[src/rtl/adcsr_pkg.sv]
package adcsr_pkg;

    // Readout phase of the serial sequencer.
    typedef enum logic [1:0] {
        SEQ_OFF   = 2'd0,  // deselected, position parked at the top bit
        SEQ_SHIFT = 2'd1,  // bits being walked out on falling edges
        SEQ_TAIL  = 2'd2,  // last bit on the pin, awaiting its capture edge
        SEQ_SPENT = 2'd3   // all bits taken, pin forced low
    } seq_state_t;

    // Synchronized pin with its edge events.
    typedef struct packed {
        logic level;
        logic rise;
        logic fall;
    } pin_ev_t;

    // Width of a bit index for a word of the given width.
    function automatic int idx_width(input int word_w);
        return (word_w > 1) ? $clog2(word_w) : 1;
    endfunction

endpackage

[src/rtl/adcsr_sync.sv]
module adcsr_sync #(
    parameter int              W       = 2,
    parameter int              STAGES  = 2,
    parameter logic [W-1:0]    RST_VAL = '0
) (
    input  logic         clk,
    input  logic         rst,
    input  logic [W-1:0] async_in,
    output logic [W-1:0] sync_out
);

    logic [W-1:0] stage_q [STAGES];

    genvar g;
    generate
        for (g = 0; g < STAGES; g++) begin : g_stage
            if (g == 0) begin : g_first
                always_ff @(posedge clk) begin
                    if (rst) stage_q[g] <= RST_VAL;
                    else     stage_q[g] <= async_in;
                end
            end else begin : g_next
                always_ff @(posedge clk) begin
                    if (rst) stage_q[g] <= RST_VAL;
                    else     stage_q[g] <= stage_q[g-1];
                end
            end
        end
    endgenerate

    assign sync_out = stage_q[STAGES-1];

endmodule

[src/rtl/adcsr_edge.sv]
module adcsr_edge
    import adcsr_pkg::*;
(
    input  logic    clk,
    input  logic    rst,
    input  logic    level_in,
    output pin_ev_t ev
);

    logic prev_q;

    always_ff @(posedge clk) begin
        if (rst) prev_q <= 1'b0;
        else     prev_q <= level_in;
    end

    always_comb begin
        ev.level = level_in;
        ev.rise  = level_in & ~prev_q;
        ev.fall  = ~level_in & prev_q;
    end

endmodule

[src/rtl/adcsr_load_gate.sv]
module adcsr_load_gate #(
    parameter int RES_W = 12
) (
    input  logic             clk,
    input  logic             rst,
    input  logic             conv_start,
    input  logic             conv_done,
    input  logic [RES_W-1:0] conv_word,
    input  logic             sclk_level,
    input  logic             selected,
    output logic             load_ok,
    output logic [RES_W-1:0] hold_word,
    output logic             ready,
    output logic             lost
);

    logic             accept;
    logic [RES_W-1:0] hold_q;
    logic             ready_q;
    logic             lost_q;

    // A finished word may enter only while the host is not mid-clock.
    always_comb begin
        accept  = ~sclk_level | ~selected;
        load_ok = conv_done & accept;
    end

    always_ff @(posedge clk) begin
        if (rst) begin
            hold_q  <= '0;
            ready_q <= 1'b0;
            lost_q  <= 1'b0;
        end else begin
            if (load_ok) hold_q <= conv_word;
            lost_q <= conv_done & ~accept;
            if (conv_done)       ready_q <= 1'b1;
            else if (conv_start) ready_q <= 1'b0;
        end
    end

    assign hold_word = hold_q;
    assign ready     = ready_q;
    assign lost      = lost_q;

endmodule

[src/rtl/adcsr_bit_seq.sv]
module adcsr_bit_seq
    import adcsr_pkg::*;
#(
    parameter int RES_W = 12
) (
    input  logic             clk,
    input  logic             rst,
    input  logic             selected,
    input  logic             load_ok,
    input  pin_ev_t          sclk_ev,
    input  logic [RES_W-1:0] hold_word,
    output logic             bit_out
);

    localparam int IDX_W = idx_width(RES_W);
    localparam logic [IDX_W-1:0] LAST_POS = IDX_W'(RES_W - 1);

    seq_state_t       st_q;
    logic [IDX_W-1:0] pos_q;
    logic [IDX_W-1:0] sel_bit;

    always_ff @(posedge clk) begin
        if (rst || !selected) begin
            st_q  <= SEQ_OFF;
            pos_q <= '0;
        end else if (load_ok) begin
            st_q  <= SEQ_SHIFT;
            pos_q <= '0;
        end else begin
            unique case (st_q)
                SEQ_OFF, SEQ_SHIFT: begin
                    st_q <= SEQ_SHIFT;
                    if (sclk_ev.fall) begin
                        if (pos_q == LAST_POS) st_q  <= SEQ_TAIL;
                        else                   pos_q <= pos_q + 1'b1;
                    end
                end
                SEQ_TAIL: begin
                    if (sclk_ev.rise) st_q <= SEQ_SPENT;
                end
                SEQ_SPENT: begin
                    st_q <= SEQ_SPENT;
                end
                default: begin
                    st_q <= SEQ_OFF;
                end
            endcase
        end
    end

    // Position counts from the top bit downwards.
    always_comb begin
        sel_bit = LAST_POS - pos_q;
        bit_out = selected && (st_q != SEQ_SPENT) ? hold_word[sel_bit] : 1'b0;
    end

endmodule

[src/rtl/adc_result_shifter.sv]
module adc_result_shifter
    import adcsr_pkg::*;
#(
    parameter int RES_W       = 12,
    parameter int SYNC_STAGES = 2
) (
    input  logic             clk,
    input  logic             rst,
    input  logic             conv_start,
    input  logic             conv_done,
    input  logic [RES_W-1:0] conv_word,
    input  logic             ser_clk,
    input  logic             sel_n,
    output logic             ser_data,
    output logic             ready,
    output logic             result_lost
);

    // Bit 1: serial clock, bit 0: select (reset to deselected).
    localparam int          PIN_W   = 2;
    localparam logic [1:0]  PIN_RST = 2'b01;

    logic [PIN_W-1:0] pins_s;
    pin_ev_t          sclk_ev;
    logic             selected;
    logic             load_ok;
    logic [RES_W-1:0] hold_word;

    adcsr_sync #(
        .W       (PIN_W),
        .STAGES  (SYNC_STAGES),
        .RST_VAL (PIN_RST)
    ) u_sync (
        .clk      (clk),
        .rst      (rst),
        .async_in ({ser_clk, sel_n}),
        .sync_out (pins_s)
    );

    assign selected = ~pins_s[0];

    adcsr_edge u_sclk_edge (
        .clk      (clk),
        .rst      (rst),
        .level_in (pins_s[1]),
        .ev       (sclk_ev)
    );

    adcsr_load_gate #(
        .RES_W (RES_W)
    ) u_gate (
        .clk        (clk),
        .rst        (rst),
        .conv_start (conv_start),
        .conv_done  (conv_done),
        .conv_word  (conv_word),
        .sclk_level (sclk_ev.level),
        .selected   (selected),
        .load_ok    (load_ok),
        .hold_word  (hold_word),
        .ready      (ready),
        .lost       (result_lost)
    );

    adcsr_bit_seq #(
        .RES_W (RES_W)
    ) u_seq (
        .clk       (clk),
        .rst       (rst),
        .selected  (selected),
        .load_ok   (load_ok),
        .sclk_ev   (sclk_ev),
        .hold_word (hold_word),
        .bit_out   (ser_data)
    );

endmodule

[config.mk]
export PLATFORM = sky130hd
export DESIGN_NAME = adc_result_shifter
export DESIGN_NICKNAME = d
export VERILOG_FILES = /design/src/rtl/adcsr_pkg.sv /design/src/rtl/adcsr_sync.sv /design/src/rtl/adcsr_edge.sv /design/src/rtl/adcsr_load_gate.sv /design/src/rtl/adcsr_bit_seq.sv /design/src/rtl/adc_result_shifter.sv
export SDC_FILE = /design/constraint.sdc
export NUM_CORES = 1
export LEC_CHECK = 0
export ABC_AREA = 1
export BUFFER_PORTS_ARGS = -buffer_cell sky130_fd_sc_hd__buf_2
export CAP_MARGIN = 30
export CORE_AREA = 10 10 56 58
export DETAILED_ROUTE_END_ITERATION = 10
export DIE_AREA = 0 0 66 68
export HOLD_SLACK_MARGIN = 0.08
export PLACE_DENSITY = 0.78
export SYNTH_ARGS = -nofsm -noshare
export SYNTH_HDL_FRONTEND = slang
export SYNTH_SLANG_ARGS = --single-unit
export TNS_END_PERCENT = 30
[constraint.sdc]
create_clock -name clk -period 3.65 [get_ports clk]
set_clock_uncertainty 0.15 [all_clocks]
set_input_delay 0.365 -clock clk [delete_from_list [all_inputs] [get_ports clk]]
set_output_delay 0.365 -clock clk [all_outputs]
set_load 0.03 [all_outputs]
==> flow_summary.json <==
{
  "cts.sinks": 25,
  "arrival_ns": 1.72,
  "crit_fanout": 12,
  "start_kind": "register",
  "avgRoutedWirePerCell_um": 11.24,
  "grt_pass1_wl_mm": 3.726,
  "grt_max_degree": 18,
  "area_growth_pct": 13.81,
  "ys_seq_area_share_pct": 44.54,
  "crit_chain": "inv_1, nand2_1, nand3_1, nand3_1, nand2_1, a21oi_2, buf_2",
  "routed_wl_mm": 2.191,
  "place_hpwl_mm": 1.711,
  "gp_congestion": 0.8294,
  "syn_inst": 144,
  "tightest_slew_ns": 0.4304,
  "power.static_leakage_nw": 0.5749,
  "drtIter0Drc": 18,
  "crit_buf_inv": 2,
  "synth_nets": 164,
  "hold_viol_final": 0,
  "root_buffer": "clkbuf_4",
  "nFillCells": 200,
  "io_pins": 21,
  "dieArea_um2": 4488,
  "grtUsageTotal_pct": 10.60,
  "cts.path.max_buffers": 2,
  "synth-seq-cells": 25,
  "path_class": "register to output port",
  "fmax_mhz": 447.8,
  "htree_num_levels": 1,
  "status": "completed",
  "cpPeakStageDelay_ns": 0.61,
  "max_cap_violations": 0,
  "drc": 0,
  "synth_cell_types": 26,
  "row_count": 17,
  "cts_resized": 0,
  "clk_pin_slew_worst_paths_ns": 0.14,
  "cts_tree": "done",
  "pre_cts_ws_ns": 1.790,
  "fin_setup_tns_ns": 0,
  "regArea_um2": 500.5,
  "ir_drop_mv": 0.2331,
  "yosys_warnings": 0,
  "fin_crit_ns": 2.233,
  "synth_area_per_cell_um2": 7.803,
  "drv_slew": 0,
  "critPathSlowestCell": "dfxtp_1",
  "synth.top_cell.area_share_pct": 44.54,
  "syn_area_um2": 1124,
  "dieWidth_um": 66,
  "start_util_pct": 53.36,
  "vias_per_cell": 4.795,
  "fin_nets": 188,
  "rsz0062_at_grt": "false",
  "cp_top_family": "flip-flops",
  "fp.coreArea_um2": 2106,
  "cts_made_buffers": 3,
  "dieHeight_um": 68,
  "ys_top_cells_by_area": "dfxtp_1 (45%), nor2_1 (7.7%), nand2_1 (7.3%), o21ai_0 (6.2%), inv_1 (4.3%)",
  "clk_latency_ns": 0.33,
  "end_kind": "output port",
  "setup_violations": 0,
  "fin_crit_sh_pct": 61.19,
  "place.port_buffers": 20,
  "grt_pass1_vias": 926,
  "multi_input_area_um2": 521.8,
  "required_ns": 3.13,
  "grt-ovfl-total": 0,
  "antenna_found_initial": 0,
  "setup_slack_ns": 1.417,
  "yosysTopAreaCell": "dfxtp_1",
  "drive_gt1_share_pct": 28.74,
  "ant_nets": 0,
  "drt-pass1-iter-count": 4,
  "vias": 935,
  "powerDensity_nw_per_um2": 364.3,
  "diodes": 0,
  "max_slew_margin_pct": 71.27,
  "min_path_type": "primary input to register"
}
registers in the layout (all words and copies together), names as in the netlist:
register            cells
u_sync.stage_q          4
u_gate.lost             1
u_gate.ready            1
u_sclk_edge.prev_q      1
u_seq.st_q              2
u_gate.hold_word       12
u_seq.pos_q             4
metrics by stage:
step                cell area (um^2)  hold slack [ns]  cells  util, %  power [mW]
floorplan                       1124           0.2383    144        -      0.3286
global placement                1231           0.2418    189    58.47      0.3430
detailed placement              1231           0.2567    189    58.47      0.3451
CTS                             1279           0.1021    195    60.72      0.4743
global route                    1279           0.1301    195    60.72      0.4904
finish                          1279           0.1097    195    60.72      0.4659
report_power, final:
| group | switching (mW) | internal (mW) |
|---|---|---|
| Sequential | 0.00649 | 0.286 |
| Clock | 0.0844 | 0.0411 |
| Combinational | 0.0277 | 0.0203 |
| Total | 0.119 | 0.347 |
final timing paths:
check	cells past startpoint	slack, ns	from	endpoint
max	7	1.42	u_seq.pos_q[0]	ser_data
min	4	0.11	conv_start	u_gate.ready
max reg2reg	7	2.02	u_seq.pos_q[0]	u_seq.pos_q[2]
min reg2reg	2	0.29	u_sync.stage_q[0][1]	u_sync.stage_q[1][1]
area by class of cell:
cell class | instances | area share (%)
clock inverters | 1 | 0.3914
well taps | 28 | 2.740
flip-flops and latches | 25 | 39.14
repair buffers | 22 | 9.393
multi-input cells | 97 | 40.80
inverters | 19 | 5.773
clock buffers | 3 | 1.761
worst reg2reg max path, delay by kind of cell, from the launching register on:
family | cells | cell delay [ns]
buffers and inverters | 1 | 0.08
AOI/OAI and AO/OA | 1 | 0.16
DFF | 1 | 0.46
and+or+nand+nor | 4 | 0.39
adders and majority gates | 1 | 0.30
per-layer routing:
| metal | up-vias | global-route usage (%) | wire (um) |
|---|---|---|---|
| met5 | - | 0 | 0 |
| met4 | 0 | 6.283 | 48 |
| met3 | 5 | 2.773 | 89 |
| met2 | 17 | 17.27 | 999 |
| met1 | 405 | 12.34 | 1053 |
| li1 | 508 | - | - |
cell families (layout without fill, tap and decap cells):
logic type	Yosys count	count (layout)	share of synthesized area, %
AOI/OAI and AO/OA	28	28	14.92
and+or+nand+nor	66	66	28.51
DFF	25	25	44.54
adders and majority gates	2	2	2.227
buffers and inverters	22	45	9.020
xor gates and xnor gates	1	1	0.7797
timing repair:
| item | in CTS | in global routing |
|---|---|---|
| endpoints found under the hold margin | 2 | 0 |
| buffers inserted | 0 | 0 |
| hold buffers | 2 | 0 |
synthesized netlist by cell type:
cell type  instances
xnor2_1            1
o21ai_0           14
nand2_4            1
a21oi_1            5
inv_2              5
nor3_1             1
nand3_2            2
clkbuf_2           1
a21oi_2            5
inv_1             13
nand3_1            8
inv_4              1
or2_2              2
nand2_1           22
nor2_4             1
dfxtp_1           25
nor2_2             1
o21ai_2            2
o21ai_1            1
nand2_2            3
ha_1               2
a31oi_1            1
nor2_8             1
buf_6              2
nand4_1            1
nor2_1            23
placed cells by master, fill, tap and decap left out:
master,synthesis,layout
inv_2,5,5
clkinv_2,0,1
nand4_1,1,1
o21ai_1,1,1
a21oi_2,5,5
nor2_2,1,1
buf_2,0,20
dfxtp_1,25,25
nand3_1,8,8
o21ai_2,2,2
xnor2_1,1,1
inv_4,1,1
nand3_2,2,2
a21oi_1,5,5
dlygate4sd3_1,0,2
nor2_4,1,1
or2_2,2,2
nor2_8,1,1
nand2_1,22,22
inv_1,13,13
o21ai_0,14,14
nor2_1,23,23
nand2_2,3,3
ha_1,2,2
a31oi_1,1,1
clkbuf_4,0,3
nor3_1,1,1
nand2_4,1,1
Power figures use the tool's default switching activity.
